File: config.mk
export PLATFORM = sky130hd
export DESIGN_NAME = irq_vector_ctrl
export DESIGN_NICKNAME = d
export VERILOG_FILES = /design/src/rtl/irq_pkg.sv /design/src/rtl/irq_ext_sense.sv /design/src/rtl/irq_arbiter.sv /design/src/rtl/irq_nest_stack.sv /design/src/rtl/irq_vector_ctrl.sv
export SDC_FILE = /design/constraint.sdc
export NUM_CORES = 1
export LEC_CHECK = 0
export BUFFER_PORTS_ARGS = -buffer_cell sky130_fd_sc_hd__buf_2
export CAP_MARGIN = 20
export CORE_AREA = 2 2 73 54
export CTS_CLUSTER_DIAMETER = 150
export DETAILED_ROUTE_END_ITERATION = 7
export DIE_AREA = 0 0 75 56
export MAX_ROUTING_LAYER = met4
export PLACE_DENSITY = 0.82
export SKIP_CTS_REPAIR_TIMING = 1
export SLEW_MARGIN = 20
export SYNTH_ARGS = -nofsm -noshare
export SYNTH_HDL_FRONTEND = slang
export SYNTH_HIERARCHICAL = 1
export SYNTH_SLANG_ARGS = --single-unit
File: constraint.sdc
create_clock -name clk_i -period 4.7 [get_ports clk_i]
set_input_delay 0.235 -clock clk_i [delete_from_list [all_inputs] [get_ports clk_i]]
set_output_delay 0.235 -clock clk_i [all_outputs]
set_load 0.02 [all_outputs]
File: src/rtl/irq_pkg.sv
package irq_pkg;
  localparam int NSRC    = 5;
  localparam int IW      = $clog2(NSRC);
  localparam int NEXT    = 2;
  localparam int NTMR    = 2;
  localparam int GIE_BIT = 7;

  typedef enum logic [IW-1:0] {
    SRC_EXT0 = 3'd0,
    SRC_TMR0 = 3'd1,
    SRC_EXT1 = 3'd2,
    SRC_TMR1 = 3'd3,
    SRC_SER  = 3'd4
  } src_e;

  localparam logic [1:0] RA_MASK = 2'd0;
  localparam logic [1:0] RA_PRI  = 2'd1;
  localparam logic [1:0] RA_MODE = 2'd2;
endpackage

File: src/rtl/irq_ext_sense.sv
module irq_ext_sense #(
  parameter int SYNC_STAGES = 2
) (
  input  logic clk_i,
  input  logic rst_ni,
  input  logic pin_ni,
  input  logic edge_mode_i,
  input  logic clr_i,
  output logic req_o
);
  localparam int SW = SYNC_STAGES + 1;

  logic [SW-1:0] sh_q;
  logic          flag_q;
  logic          pin_s, pin_prev, fall;

  always_ff @(posedge clk_i or negedge rst_ni) begin
    if (!rst_ni) sh_q <= '1;
    else         sh_q <= {sh_q[SW-2:0], pin_ni};
  end

  assign pin_s    = sh_q[SYNC_STAGES-1];
  assign pin_prev = sh_q[SYNC_STAGES];
  assign fall     = pin_prev & ~pin_s;

  // set wins over a return in the same cycle
  always_ff @(posedge clk_i or negedge rst_ni) begin
    if (!rst_ni)            flag_q <= 1'b0;
    else if (!edge_mode_i)  flag_q <= 1'b0;
    else if (fall)          flag_q <= 1'b1;
    else if (clr_i)         flag_q <= 1'b0;
  end

  assign req_o = edge_mode_i ? flag_q : ~pin_s;

  a_r8_latch_holds: assert property (@(posedge clk_i) disable iff (!rst_ni)
    (flag_q && edge_mode_i && !clr_i) |=> flag_q);
endmodule

File: src/rtl/irq_arbiter.sv
module irq_arbiter
  import irq_pkg::*;
#(
  parameter int N = NSRC
) (
  input  logic [N-1:0]         pend_i,
  input  logic [N-1:0]         pri_i,
  input  logic                 gie_i,
  input  logic                 hi_busy_i,
  input  logic                 lo_busy_i,
  output logic                 valid_o,
  output logic                 hi_o,
  output logic [$clog2(N)-1:0] idx_o
);
  logic [N-1:0] hi_c, lo_c, sel_c;

  always_comb begin
    hi_c  = pend_i & pri_i & {N{gie_i}};
    lo_c  = pend_i & ~pri_i & {N{gie_i}};
    sel_c = '0;
    hi_o  = 1'b0;
    if (!hi_busy_i && |hi_c) begin
      sel_c = hi_c;
      hi_o  = 1'b1;
    end else if (!hi_busy_i && !lo_busy_i) begin
      sel_c = lo_c;
    end
    valid_o = |sel_c;
    idx_o   = '0;
    for (int i = N - 1; i >= 0; i--) begin
      if (sel_c[i]) idx_o = i[$clog2(N)-1:0];
    end
  end
endmodule

File: src/rtl/irq_nest_stack.sv
module irq_nest_stack
  import irq_pkg::*;
(
  input  logic          clk_i,
  input  logic          rst_ni,
  input  logic          push_i,
  input  logic          push_hi_i,
  input  logic [IW-1:0] push_src_i,
  input  logic          pop_i,
  output logic          hi_busy_o,
  output logic          lo_busy_o,
  output logic          pop_vld_o,
  output logic [IW-1:0] pop_src_o
);
  logic          hi_q, lo_q;
  logic [IW-1:0] hi_src_q, lo_src_q;

  assign pop_vld_o = pop_i & (hi_q | lo_q);
  assign pop_src_o = hi_q ? hi_src_q : lo_src_q;

  always_ff @(posedge clk_i or negedge rst_ni) begin
    if (!rst_ni) begin
      hi_q     <= 1'b0;
      lo_q     <= 1'b0;
      hi_src_q <= '0;
      lo_src_q <= '0;
    end else begin
      if (pop_i) begin
        if (hi_q)      hi_q <= 1'b0;
        else if (lo_q) lo_q <= 1'b0;
      end
      if (push_i) begin
        if (push_hi_i) begin
          hi_q     <= 1'b1;
          hi_src_q <= push_src_i;
        end else begin
          lo_q     <= 1'b1;
          lo_src_q <= push_src_i;
        end
      end
    end
  end

  assign hi_busy_o = hi_q;
  assign lo_busy_o = lo_q;

  a_r6_low_push_only_when_hi_idle: assert property (@(posedge clk_i) disable iff (!rst_ni)
    (push_i && !push_hi_i) |-> !hi_q);
  a_r6_hi_pop_keeps_low: assert property (@(posedge clk_i) disable iff (!rst_ni)
    (pop_i && hi_q && lo_q && !push_i) |=> (lo_q && !hi_q));
endmodule

File: src/rtl/irq_vector_ctrl.sv
module irq_vector_ctrl
  import irq_pkg::*;
#(
  parameter int          SYNC_STAGES = 2,
  parameter logic [15:0] VEC_BASE    = 16'h0003,
  parameter logic [15:0] VEC_STRIDE  = 16'h0008
) (
  input  logic        clk_i,
  input  logic        rst_ni,
  input  logic        reg_we_i,
  input  logic [1:0]  reg_addr_i,
  input  logic [7:0]  reg_wdata_i,
  output logic [7:0]  reg_rdata_o,
  input  logic [1:0]  ext_ni,
  input  logic [1:0]  tmr_ovf_i,
  input  logic        ser_rx_i,
  input  logic        ser_tx_i,
  output logic        vec_req_o,
  output logic [15:0] vec_addr_o,
  input  logic        vec_ack_i,
  input  logic        reti_i
);
  logic [NSRC-1:0] mask_q, pri_q, pend;
  logic            gie_q;
  logic [NEXT-1:0] mode_q, ext_req, ext_clr;
  logic [NTMR-1:0] tflag_q;

  logic            req_q, lvl_q;
  logic [IW-1:0]   src_q;
  logic            take;

  logic            arb_vld, arb_hi;
  logic [IW-1:0]   arb_idx;
  logic            hi_busy, lo_busy, pop_vld;
  logic [IW-1:0]   pop_src;

  always_ff @(posedge clk_i or negedge rst_ni) begin
    if (!rst_ni) begin
      mask_q <= '0;
      gie_q  <= 1'b0;
      pri_q  <= '0;
      mode_q <= '0;
    end else if (reg_we_i) begin
      unique case (reg_addr_i)
        RA_MASK: begin
          mask_q <= reg_wdata_i[NSRC-1:0];
          gie_q  <= reg_wdata_i[GIE_BIT];
        end
        RA_PRI:  pri_q  <= reg_wdata_i[NSRC-1:0];
        RA_MODE: mode_q <= reg_wdata_i[NEXT-1:0];
        default: ;
      endcase
    end
  end

  always_comb begin
    reg_rdata_o = '0;
    unique case (reg_addr_i)
      RA_MASK: begin
        reg_rdata_o[NSRC-1:0] = mask_q;
        reg_rdata_o[GIE_BIT]  = gie_q;
      end
      RA_PRI:  reg_rdata_o[NSRC-1:0] = pri_q;
      RA_MODE: reg_rdata_o[NEXT-1:0] = mode_q;
      default: ;
    endcase
  end

  localparam logic [IW-1:0] EXT_IDX [NEXT] = '{SRC_EXT0, SRC_EXT1};
  localparam logic [IW-1:0] TMR_IDX [NTMR] = '{SRC_TMR0, SRC_TMR1};

  assign take = req_q & vec_ack_i;

  for (genvar k = 0; k < NEXT; k++) begin : g_ext
    assign ext_clr[k] = pop_vld && (pop_src == EXT_IDX[k]);
    irq_ext_sense #(.SYNC_STAGES(SYNC_STAGES)) u_sense (
      .clk_i      (clk_i),
      .rst_ni     (rst_ni),
      .pin_ni     (ext_ni[k]),
      .edge_mode_i(mode_q[k]),
      .clr_i      (ext_clr[k]),
      .req_o      (ext_req[k])
    );
  end

  for (genvar t = 0; t < NTMR; t++) begin : g_tmr
    always_ff @(posedge clk_i or negedge rst_ni) begin
      if (!rst_ni)                           tflag_q[t] <= 1'b0;
      else if (tmr_ovf_i[t])                 tflag_q[t] <= 1'b1;
      else if (take && src_q == TMR_IDX[t])  tflag_q[t] <= 1'b0;
    end
  end

  always_comb begin
    pend           = '0;
    pend[SRC_EXT0] = ext_req[0];
    pend[SRC_TMR0] = tflag_q[0];
    pend[SRC_EXT1] = ext_req[1];
    pend[SRC_TMR1] = tflag_q[1];
    pend[SRC_SER]  = ser_rx_i | ser_tx_i;
    pend           = pend & mask_q;
  end

  irq_arbiter #(.N(NSRC)) u_arb (
    .pend_i   (pend),
    .pri_i    (pri_q),
    .gie_i    (gie_q),
    .hi_busy_i(hi_busy),
    .lo_busy_i(lo_busy),
    .valid_o  (arb_vld),
    .hi_o     (arb_hi),
    .idx_o    (arb_idx)
  );

  irq_nest_stack u_stack (
    .clk_i     (clk_i),
    .rst_ni    (rst_ni),
    .push_i    (take),
    .push_hi_i (lvl_q),
    .push_src_i(src_q),
    .pop_i     (reti_i),
    .hi_busy_o (hi_busy),
    .lo_busy_o (lo_busy),
    .pop_vld_o (pop_vld),
    .pop_src_o (pop_src)
  );

  // request is frozen until acknowledged; re-arbitrate one cycle after
  always_ff @(posedge clk_i or negedge rst_ni) begin
    if (!rst_ni) begin
      req_q <= 1'b0;
      lvl_q <= 1'b0;
      src_q <= '0;
    end else if (req_q) begin
      if (vec_ack_i) req_q <= 1'b0;
    end else if (arb_vld && !reti_i) begin
      req_q <= 1'b1;
      lvl_q <= arb_hi;
      src_q <= arb_idx;
    end
  end

  assign vec_req_o  = req_q;
  assign vec_addr_o = VEC_BASE + VEC_STRIDE * {{(16-IW){1'b0}}, src_q};

  a_r12_req_held: assert property (@(posedge clk_i) disable iff (!rst_ni)
    (vec_req_o && !vec_ack_i) |=> (vec_req_o && $stable(vec_addr_o)));
  a_r4_gie_gates: assert property (@(posedge clk_i) disable iff (!rst_ni)
    $rose(vec_req_o) |-> $past(gie_q));
  a_r7_hi_blocks_all: assert property (@(posedge clk_i) disable iff (!rst_ni)
    $rose(vec_req_o) |-> !$past(hi_busy));
  a_r10_tmr0_cleared: assert property (@(posedge clk_i) disable iff (!rst_ni)
    (take && src_q == TMR_IDX[0] && !tmr_ovf_i[0]) |=> !tflag_q[0]);
endmodule

======== Word level (Yosys, flattened, before mapping) ========
Cells that the tools add are included.
word-level totals
  input bits .............................. 21
  flip-flop bits (word level) ............. 36
  output and inout port bits .............. 25
  word-level logic and storage cells ...... 97
operators by class
  add/subtract/negate cells ............... 1
  bitwise logic cells ..................... 16
  equal/unequal tests ..................... 7
  reductions and logical operators ........ 22
  mux-type cells .......................... 34
operators with widths
  operator             number
  $and 5x5->5          5
  $mux 1               24
  $mux 3               6
  $reduce_and 2->1     6
  $mux 5               2
  $reduce_or 5->1      2
  $add 2x6->7 const A  1
  $logic_and 1x1->1    7
  $eq 3x2->1 const B   2
  $ne 3x1->1 const B   2
  $pmux 2 s3           1
  $pmux 3 s2           1
  $not 5->5            1
  $and 1x1->1          4
  $not 1->1            4
  $reduce_bool 2->1    2
  $eq 3x1->1 const B   1
  $logic_not 1->1      3
  $logic_not 3->1      1
  $eq 2x1->1 const B   1
  $eq 2x2->1 const B   1
  $logic_not 2->1      1
  $or 1x1->1           2

======== Depth between registers and ports, before layout ========
  depth after elaboration ................. 13
  depth in mapped cells ................... 9
  mapped depth without buffers ............ 9

======== Hierarchy ========
Netlist, hierarchy kept.
by module, submodules not included
  module           sequential area each (µm²)  area each (µm²)  cells each  instances
  irq_vector_ctrl  500.5                       1078.5           89          1
  irq_nest_stack   200.2                       362.8            24          1
  irq_ext_sense    103.8                       143.9            9           2
  irq_arbiter      0.0                         197.7            30          1

======== Least setup slack after synthesis ========
No wires, ideal clock.
  kind .................................... flip-flop to flip-flop
  start ................................... register g_ext[1].u_sense.sh_q[1]
  end ..................................... register lvl_q
  buffers on the path ..................... 0
  setup time .............................. 0.125 ns
  required time ........................... 4.575 ns
  path slack .............................. 2.152 ns
  period minus slack after synthesis ...... 2.548 ns
  stages on the path, launching flop included .. 9
  arrival time ............................ 2.423 ns
  cells stage by stage .................... dfstp_2 o21ai_0 and2_1 a222oi_1 o211ai_1 a21oi_1 nand3b_1 nor3b_2 mux2_2
between the ends
  word-level cells in the longest chain between the ends .. 11
  elaborated cells between the ends (all ways) .. 15
  classes of those cells .................. mux: 4; bitwise: 6; reduce/logical: 5
ends and longest elaborated chain
  what                                   line                    text
  start: declaration                     irq_ext_sense.sv:13     logic [SW-1:0] sh_q;
  start signal: assignment               irq_ext_sense.sv:19     else sh_q <= {sh_q[SW-2:0], pin_ni};
  $not 1->1 (*)                          irq_ext_sense.sv:34     assign req_o = edge_mode_i ? flag_q : ~pin_s;
  $mux 1 (*)                             irq_ext_sense.sv:34
  net ext_req[1]                         irq_vector_ctrl.sv:25   logic [NEXT-1:0] mode_q, ext_req, ext_clr;
  $and 5x5->5 (*)                        irq_vector_ctrl.sv:101  pend = pend & mask_q;
  net pend[2]                            irq_vector_ctrl.sv:23   logic [NSRC-1:0] mask_q, pri_q, pend;
  $and 5x5->5 (2 in series)              irq_arbiter.sv:18       hi_c = pend_i & pri_i & {N{gie_i}};
  $reduce_or 5->1                        irq_arbiter.sv:22       if (!hi_busy_i && |hi_c) begin
  $logic_and 1x1->1                      irq_arbiter.sv:22
  $mux 5 (*)                             irq_arbiter.sv:22
  $reduce_or 5->1 (*)                    irq_arbiter.sv:28       valid_o = |sel_c;
  net arb_vld                            irq_vector_ctrl.sv:32   logic arb_vld, arb_hi;
  $logic_and 1x1->1 (*)                  irq_vector_ctrl.sv:136  end else if (arb_vld && !reti_i) begin
  $reduce_and 2->1 (no source line) (*)  n/a
  end signal: assignment                 irq_vector_ctrl.sv:138  lvl_q <= arb_hi;
  end: declaration                       irq_vector_ctrl.sv:28   logic req_q, lvl_q;
The timed path passes the listed nets; every way through them passes the cells marked *.
A chain may end at the register's enable or synchronous reset.

======== Worst setup path after layout ========
  start ................................... register g_ext[1].u_sense.sh_q[1]
  end ..................................... register src_q[0]
between the ends
  elaborated cells between the ends (all ways) .. 18
  classes of those cells .................. mux: 7; bitwise: 6; reduce/logical: 5
RTL lines
  what                                   line                    text
  $not 1->1 (*)                          irq_ext_sense.sv:34
  $mux 1 (*)                             irq_ext_sense.sv:34
  net ext_req[1]                         irq_vector_ctrl.sv:25
  $and 5x5->5 (*)                        irq_vector_ctrl.sv:101
  net pend[2]                            irq_vector_ctrl.sv:23
  $and 5x5->5 (2 in series)              irq_arbiter.sv:18
  $reduce_or 5->1                        irq_arbiter.sv:22
  $logic_and 1x1->1                      irq_arbiter.sv:22
  $mux 5 (*)                             irq_arbiter.sv:22
  $reduce_or 5->1 (*)                    irq_arbiter.sv:28
  net arb_vld                            irq_vector_ctrl.sv:32
  $logic_and 1x1->1 (*)                  irq_vector_ctrl.sv:136
  $reduce_and 2->1 (no source line) (*)  n/a
  end signal: assignment                 irq_vector_ctrl.sv:139  src_q <= arb_idx;
  end: declaration                       irq_vector_ctrl.sv:29   logic [IW-1:0] src_q;
Marks and branches as above.

==> flow_summary.yaml <==
run_status:
  status: "finished, final reports clean"
detailed_routing:
  wl_per_cell_um: 14.1
  vias: 1283
  drt-total-wl_um: 3410
  ant_nets: 0
  drc: 0
  first_iter_violations: 148
  dr.pass1.iters: 5
  vias_per_cell: 5.30
logic_synthesis:
  synthesis.area_um2: 1930
  synth_edf_count: 0
  ys.warnings.count: 6
  synth_ff_type: "dfrtp_1"
  async_flop_share_pct: 100
  synthMuxAreaShare_pct: 18.4
  synth_area_per_cell_um2: 12.0
  synth_top_family_by_area: "multiplexers"
  syn-instance-count: 161
  synth_compound_area_share_pct: 10.4
  ys_seq_area_share_pct: 47.1
  synth.distinct_cells: 41
  synth-adder-area-share_pct: 0
  yosys.area_share.simple_pct: 15.7
  yosys.area_share.xor_xnor_pct: 0
  synth-seq-cells: 36
sta:
  slew_violations: 0
  setup_violations: 0
  rsz0062_at_grt: "no"
  setup_ws_ps: 1770
  fin_crit_ps: 2930
  tns_ps: 0
  finalCritPeriodShare_pct: 62.3
  worst_slew_pin_slew_ps: 772
  maxSlewHeadroom_pct: 48.5
  hold_viol: 0
  clock_skew_ps: 3.02
  max_freq_mhz: 341
clock_tree:
  h-tree-depth: 2
  numCtsBuffers: 5
  cts_tree: "built"
  ctsLongestPathBuffers: 2
  clk_latency_ps: 290
  cts.sinks: 36
  clk_pin_slew_ps: 70
  clockRootBuffer: "clkbuf_8"
setup_path:
  setup.worst_path.end_class: "flop"
  critPathKind: "flop to flop"
  cp_top_family: "compound AO/OA/AOI/OAI gates"
  critPathArrivalTime_ps: 3100
  cp-startpoint: "g_ext[1].u_sense/sh_q[1]$_DFF_PN1_"
  crit_end: "src_q[0]$_DFFE_PN0P_"
  required_ps: 4870
  r2r.worst_path.cells: 8
  cp.depth: 8
  reg2reg_slack_ps: 1770
  path_buf_inv: 0
  slowest_delay_ps: 630
  r2r-start: "g_ext[1].u_sense/sh_q[1]$_DFF_PN1_"
  path_cells: "o21ai_0 -> and2_1 -> a222oi_1 -> o211ai_1 -> a21oi_1 -> nand3b_1 -> nor3b_2 -> mux2_2"
  r2r-end: "src_q[0]$_DFFE_PN0P_"
  slowest_stage: "a222oi_1"
  crit_fanout: 5
  start_kind: "flop"
power:
  powerDensity_nw_per_um2: 484
  clockPowerShare_pct: 28.0
  share_seq_of_total_power_pct: 43.1
  power.leakage_nw: 1.02
  netSwitchingPower_mw: 0.326
  worst_ir_drop_vdd_mv: 0.262
  power.internal_mw: 0.722
  p_comb_share_pct: 28.9
  swShare_pct: 31.1
layout:
  drive_above_1_share_pct: 40.1
  fill_cells: 275
  final_common_cell: "dfrtp_1"
  multiInputGateArea_um2: 913
  n_antenna_cell: 0
  seqCellArea_um2: 908
  fin_nets: 212
  layout_common_cells: "dfrtp_1 (30), buf_2 (28), mux2_2 (23), conb_1 (15)"
  syn_to_final_growth_pct: 12.4
floorplan:
  num_io_pins: 46
  core_area_um2: 3450
  rows: 18
  initial_core_util_pct: 55.9
  dieArea_um2: 4200
  die_h_um: 56
  die_x_um: 75
global_routing:
  grt_start_max_net_pins: 37
  grt_pass1_wl_um: 5710
  antenna_found_initial: 0
  grt_pass1_vias: 1195
  grt_overflow_total: 0
  grt_usage_pct: 18.8
placement:
  port_buffers: 28
  pre_cts_ws_ps: 1810
  routabilityCongestion: 0.850
  place_hpwl_um: 2580
min_path:
  min_path_type: "input port to asynchronous set/reset pin"
job:
  cap_violations: 0
[metrics by stage]
step / hold WS [ps] / util, % / power, mW / cells / instance area [um^2]
after global placement: 338 / 59.2 / 0.740 / 234 / 2040
after CTS: 32.8 / 62.9 / 1.05 / 242 / 2170
after detailed placement: 343 / 59.2 / 0.758 / 234 / 2040
after global routing: 18.3 / 62.9 / 1.11 / 242 / 2170
final: 17.2 / 62.9 / 1.05 / 242 / 2170
after floorplan: -60.6 / - / 0.683 / 174 / 1980
[cell families (layout without fill, tap and decap cells)]
kind of cell,count (synthesis),after routing
and+or+nand+nor,43,43
DFF,36,36
muxes,31,31
AOI/OAI and AO/OA,27,27
buffers and inverters,22,40
other,2,15
[cells in the mapped netlist (2+ instances only)]
master,number,area (um^2)
nor2b_1,4,25.0
nand3b_1,3,22.5
o2bb2ai_1,2,17.5
conb_1,2,7.51
mux2i_1,5,50.1
dfstp_2,6,158
nor3b_1,2,15.0
and2_1,7,43.8
o21ai_0,3,15.0
inv_1,4,15.0
buf_6,2,22.5
nand2b_4,2,27.5
a21o_1,3,22.5
nor2_1,7,26.3
nand2b_1,4,25.0
a21oi_1,5,25.0
nand2_1,3,11.3
o21a_1,2,15.0
nand3_1,3,15.0
mux2_2,23,259
buf_4,15,113
mux2_4,3,45.0
o211ai_1,2,15.0
a22oi_1,2,15.0
a21boi_2,2,22.5
dfrtp_1,30,751
[power groups by stage]
stage	Sequential (mW)	Combinational (mW)	Clock, mW
after floorplan	0.452	0.232	0
after global placement	0.449	0.291	0
after detailed placement	0.458	0.300	0
after CTS	0.452	0.302	0.299
after global routing	0.464	0.330	0.319
final	0.452	0.303	0.293
[how the worst min path moves through the flow]
stage	start	to	slack (ps)	depth (start not counted)
4_1_cts	ext_ni[0]	g_ext[0].u_sense/sh_q[0]$_DFF_PN1_	30	1
2_1_floorplan	rst_ni	g_ext[0].u_sense/flag_q$_DFFE_PN0P_	-60	0
3_5_place_dp	ext_ni[0]	g_ext[0].u_sense/sh_q[0]$_DFF_PN1_	340	1
6_report	rst_ni	tflag_q[0]$_DFFE_PN0P_	20	1
3_3_place_gp	rst_ni	tflag_q[1]$_DFFE_PN0P_	340	1
5_1_grt	ext_ni[0]	g_ext[0].u_sense/sh_q[0]$_DFF_PN1_	20	1
[routing by layer]
metal  GRT usage (%)  part of all wire (%)
met1            26.1                    48
met2            25.9                    44
met3            7.07                   7.0
met4            4.59                   1.0
met5               -                     0
[state kept, by name, summed over array words and instances (netlist names)]
name	flops
g_ext.u_sense/flag_q	2
g_ext.u_sense/sh_q	6
gie_q	1
lvl_q	1
mask_q	5
mode_q	2
pri_q	5
src_q	3
tflag_q	2
u_stack/hi_busy_o	1
u_stack/hi_src_q	3
u_stack/lo_busy_o	1
u_stack/lo_src_q	3
vec_req_o	1
[area by class of cell]
class / instances / area share [%]
clock inverter: 1 / 1.39
clock buffer: 7 / 4.45
inverter: 4 / 0.693
timing repair buffer: 28 / 6.47
sequential: 36 / 41.9
multi-input combinational: 116 / 42.2
tap: 50 / 2.89
Power figures use the tool's default switching activity.
